`config.mk`:
```
export PLATFORM = sky130hd
export DESIGN_NAME = pwm_ontime
export DESIGN_NICKNAME = d
export VERILOG_FILES = /design/src/rtl/pwm_ontime_pkg.sv /design/src/rtl/pwm_ontime_shadow.sv /design/src/rtl/pwm_ontime_counter.sv /design/src/rtl/pwm_ontime_compare.sv /design/src/rtl/pwm_ontime.sv
export SDC_FILE = /design/constraint.sdc
export NUM_CORES = 1
export LEC_CHECK = 0
export BUFFER_PORTS_ARGS = -buffer_cell sky130_fd_sc_hd__buf_2
export CORE_AREA = 4 4 55 57
export DETAILED_ROUTE_END_ITERATION = 12
export DIE_AREA = 0 0 59 61
export PLACE_DENSITY_LB_ADDON = 0.08
export SYNTH_ARGS = -nofsm -noshare
export SYNTH_HDL_FRONTEND = slang
export SYNTH_SLANG_ARGS = --single-unit
```
`constraint.sdc`:
```
create_clock -name clk_i -period 4.2 [get_ports clk_i]
set_clock_uncertainty 0.15 [all_clocks]
set_input_delay 1.26 -clock clk_i [delete_from_list [all_inputs] [get_ports clk_i]]
set_output_delay 1.26 -clock clk_i [all_outputs]
set_load 0.01 [all_outputs]
```
`src/rtl/pwm_ontime_pkg.sv`:
```
package pwm_ontime_pkg;
  parameter int unsigned PWM_W = 8;
  typedef logic [PWM_W-1:0] pwm_val_t;
  typedef struct packed {
    pwm_val_t on;
    pwm_val_t per;
  } pwm_cfg_t;
endpackage

```
`src/rtl/pwm_ontime_shadow.sv`:
```
module pwm_ontime_shadow
  import pwm_ontime_pkg::*;
(
  input  logic     clk_i,
  input  logic     rst_ni,
  input  logic     load_i,
  input  pwm_cfg_t cfg_i,
  output pwm_cfg_t cfg_o
);
  pwm_cfg_t cfg_q;

  always_ff @(posedge clk_i or negedge rst_ni) begin
    if (!rst_ni)     cfg_q <= '0;
    else if (load_i) cfg_q <= cfg_i;
  end

  assign cfg_o = cfg_q;
endmodule

```
`src/rtl/pwm_ontime_counter.sv`:
```
module pwm_ontime_counter
  import pwm_ontime_pkg::*;
(
  input  logic     clk_i,
  input  logic     rst_ni,
  input  logic     run_i,
  input  logic     tick_i,
  input  pwm_val_t per_i,
  output pwm_val_t cnt_o,
  output logic     active_o,
  output logic     wrap_o
);
  pwm_val_t cnt_q;
  logic     active_q;
  logic     step;
  logic     at_end;

  assign step   = run_i & active_q & tick_i;
  // >= keeps a stray count above period from running off
  assign at_end = (cnt_q >= per_i);
  assign wrap_o = step & at_end;

  always_ff @(posedge clk_i or negedge rst_ni) begin
    if (!rst_ni) begin
      cnt_q    <= '0;
      active_q <= 1'b0;
    end else if (!run_i) begin
      cnt_q    <= '0;
      active_q <= 1'b0;
    end else begin
      active_q <= 1'b1;
      if (step) cnt_q <= at_end ? '0 : cnt_q + 1'b1;
    end
  end

  assign cnt_o    = cnt_q;
  assign active_o = active_q;
endmodule

```
`src/rtl/pwm_ontime_compare.sv`:
```
module pwm_ontime_compare
  import pwm_ontime_pkg::*;
(
  input  logic     active_i,
  input  pwm_val_t cnt_i,
  input  pwm_val_t on_i,
  output logic     pwm_o
);
  assign pwm_o = active_i & (cnt_i < on_i);
endmodule

```
`src/rtl/pwm_ontime.sv`:
```
module pwm_ontime
  import pwm_ontime_pkg::*;
(
  input  logic             clk_i,
  input  logic             rst_ni,
  input  logic             run_i,
  input  logic             tick_i,
  input  logic [PWM_W-1:0] on_i,
  input  logic [PWM_W-1:0] period_i,
  output logic             pwm_o
);
  pwm_cfg_t cfg_in, cfg_q;
  pwm_val_t cnt;
  logic     active, wrap, load;

  assign cfg_in.on  = on_i;
  assign cfg_in.per = period_i;
  assign load       = ~run_i | wrap;

  pwm_ontime_shadow u_shadow (
    .clk_i (clk_i),
    .rst_ni(rst_ni),
    .load_i(load),
    .cfg_i (cfg_in),
    .cfg_o (cfg_q)
  );

  pwm_ontime_counter u_counter (
    .clk_i   (clk_i),
    .rst_ni  (rst_ni),
    .run_i   (run_i),
    .tick_i  (tick_i),
    .per_i   (cfg_q.per),
    .cnt_o   (cnt),
    .active_o(active),
    .wrap_o  (wrap)
  );

  pwm_ontime_compare u_compare (
    .active_i(active),
    .cnt_i   (cnt),
    .on_i    (cfg_q.on),
    .pwm_o   (pwm_o)
  );
endmodule

```
==> run summary <==
Top-area cell type share of the netlist area: 0.4259
FP Rows: 18
Power Internal: 0.3624 mW
Wire length of the first global-routing pass: 4726 um
Crit path required time: 2.79 ns
Clock latency on the worst-skew pair: 0.32 ns
Layout net count: 189
Worst-Margin Slew: 0.5681 ns
Ys Warns: 0
Synth top cells by count: dfrtp_1 (25), ha_1 (16), inv_1 (16), mux2_4 (10), nand3_1 (10)
First DRT Iteration DRCs: 13
Critical-path maximum fanout: 7
Post-synth EDFFs: 0
RR Endpoint: u_shadow.cfg_o[8]
Achievable Freq: 304.0 MHz
Syn nets: 166
Combinational Power Share: 0.217
Metal2 WL: 1339 um
Pre-antenna DRT Iters: 4
Clock power frac: 0.215
CTS buffer count: 3
Final slew viol count: 0
DIE AREA: 0.003599 mm^2
Multiplexer area fraction after synthesis: 0.1482
Worst vdd ir: 0.0002721 V
GRT overflow: 0
Seq pwr share: 0.568
# hold bufs at CTS: 0
Hold/Removal Path Class: flip-flop to flip-flop
Final setup viols: 0
IO buf count: 20
Power Dens Cells: 307.5 mW/mm^2
Share of post-route cells with drive strength above 1: 0.2763
Maxcap violations: 0
Post-synthesis cell type count: 29
Crit Path Category: flip-flop to primary output
Uppermost layer routed: met4
DR WL met3: 99 um
Top FF cell, synth: dfrtp_1
Vias in the first global route: 1123
Post-synthesis sequential area ratio: 0.4259
Post-CTS Setup Inserts: 0
Initial antenna violation count: 0
Largest family of logic cells by synthesized area: multiplexers
Total Routed Length: 2671 um
Clk pin slew, worst setup/hold paths: 0.13 ns
Max H-tree Level: 1
Largest area contributor in the netlist: dfrtp_1
Post-CTS sizing: 0
Max_slew headroom: 0.6203
DRC viols: 0
Pin count of the biggest net entering global routing: 26
Fraction of registers with async set/reset: 1.000
Initial Util: 0.5929
Leakage: 0.8514 nW
Synth Area in Adders: 0.1363
Unrepaired setup endpoints after global routing: no
CTS sink cnt: 25
Tcrit/Tclk final: 0.7833
Vias/cell: 5.654
# diodes: 0
Mapped Area: 0.001469 mm^2
Via Count: 1029
Die H: 61 um
Yosys reg bits: 25
Sw Pwr: 0.1347 mW
Chip width: 59 um
Sw frac: 0.2709
Arrival time worst endpoint: 1.88 ns
Area of the core: 0.002477 mm^2
Post-synthesis cell count: 130
Period minus WS final: 3.290 ns
Placer Congestion: 0.8749
End point of the critical path: pwm_o
CTS Root Buffer Type: clkbuf_4
TritonCTS clock tree: built
XOR/XNOR Fraction of Synth Area: 0.005963
R2R Setup Slk: 1.68 ns
Tot Pwr: 0.4971 mW
CP startpoint: u_counter.cnt_o[4]
GRT Total Usage: 0.1753
I/O pin count: 21
Worst R2R Start: u_counter.cnt_o[5]
Dominant cells by area after synthesis: dfrtp_1 (43%), ha_1 (14%), mux2_4 (10%), mux2_2 (4.6%), inv_1 (4.1%)
Avg Inst Size Synth: 11.30 um^2
Reg2Reg Depth: 6
Bufs on Longest Clock Path: 2
Fin Setup TNS: 0 ns
Simple-gate share of the synthesized area: 0.1124
Status: complete, no violations
Startpoint types: flip-flop
Routed Antenna Nets: 0
Final Hold Fails: 0
Most common cell in the netlist: dfrtp_1
Synth-to-layout area growth: 10.05%
Metal1 wirelength: 1196 um
Synth Area in Compound Gates: 0.1193
DR WL/cell: 14.68 um
Dpl hpwl: 2055 um
Crit. End Element: primary output
## per-layer routing
layer  up-vias  GRT usage
met5         -          0
met4         0    0.04531
met3         4    0.05319
met2        21     0.3107
met1       496     0.2072
li1        508          -
## kinds of logic after synthesis
kind of cell	Yosys count
fa+ha+maj	16
flops	25
compound gates	24
buf+inv	18
mux	16
xor+xnor	1
simple gates	30
## power by group through the flow
| stage | combinational (mW) | sequential (mW) | clock (mW) |
|---|---|---|---|
| final | 0.108 | 0.282 | 0.107 |
| after global routing | 0.122 | 0.286 | 0.120 |
| after CTS | 0.109 | 0.283 | 0.111 |
| after detailed placement | 0.108 | 0.287 | 0 |
| after global placement | 0.103 | 0.287 | 0 |
| after floorplan | 0.0818 | 0.282 | 0 |
## worst max-delay path, cell delays in order (launching register included)
cell     delay (ns)
dfrtp_1        0.48
ha_1           0.32
a21o_1         0.18
a21oi_1        0.12
o21ai_0        0.12
a31oi_1        0.19
buf_2          0.15
## metrics by stage
stage	hold slack [ns]	setup slack, ns	cells	utilization	instance area, um^2
final	0.3750	0.9103	182	0.6525	1617
after global routing	0.3913	0.7514	182	0.6525	1617
after CTS	0.3793	0.9002	182	0.6525	1617
after detailed placement	0.3486	1.254	178	0.6419	1590
after global placement	0.3408	1.293	178	0.6419	1590
after floorplan	0.3307	1.458	130	-	1469
## worst min-delay path by stage
stage	cells past startpoint	end	start	slack (ns)
detailed placement	1	u_shadow.cfg_o[7]	u_shadow.cfg_o[7]	0.35
CTS	1	u_shadow.cfg_o[7]	u_shadow.cfg_o[7]	0.38
global placement	1	u_shadow.cfg_o[15]	u_shadow.cfg_o[15]	0.34
floorplan	1	u_shadow.cfg_o[15]	u_shadow.cfg_o[15]	0.33
global route	1	u_shadow.cfg_o[14]	u_shadow.cfg_o[14]	0.39
finish	1	u_shadow.cfg_o[7]	u_shadow.cfg_o[7]	0.38
## placed cells by master (no fill, tap or decap), types with 2 or more instances in the layout
master and count:
nand2_1 6, inv_1 16, dfrtp_1 25, o21ai_0 5, mux2_2 6, buf_2 20
nand3_1 10, ha_1 16, nand2b_1 2, a22o_1 3, clkbuf_4 3, and3_1 3
a21o_1 3, a21oi_1 6, mux2_4 10, o311ai_1 2, nand3b_1 3
## layout make-up
cell class              instances  area (um^2)
clock buffers                   4        26.28
fillers                       219        860.8
inverters                      16        60.06
multi-input cells              87        767.0
flip-flops and latches         25        625.6
well taps                      30        37.54
repair buffers                 20        100.1
## sequential cells by signal, indices dropped and copies added, names as in the netlist
signal / count
u_counter.active_o: 1
u_shadow.cfg_o: 16
u_counter.cnt_o: 8
No activity file was read; power rests on OpenSTA's default activity.
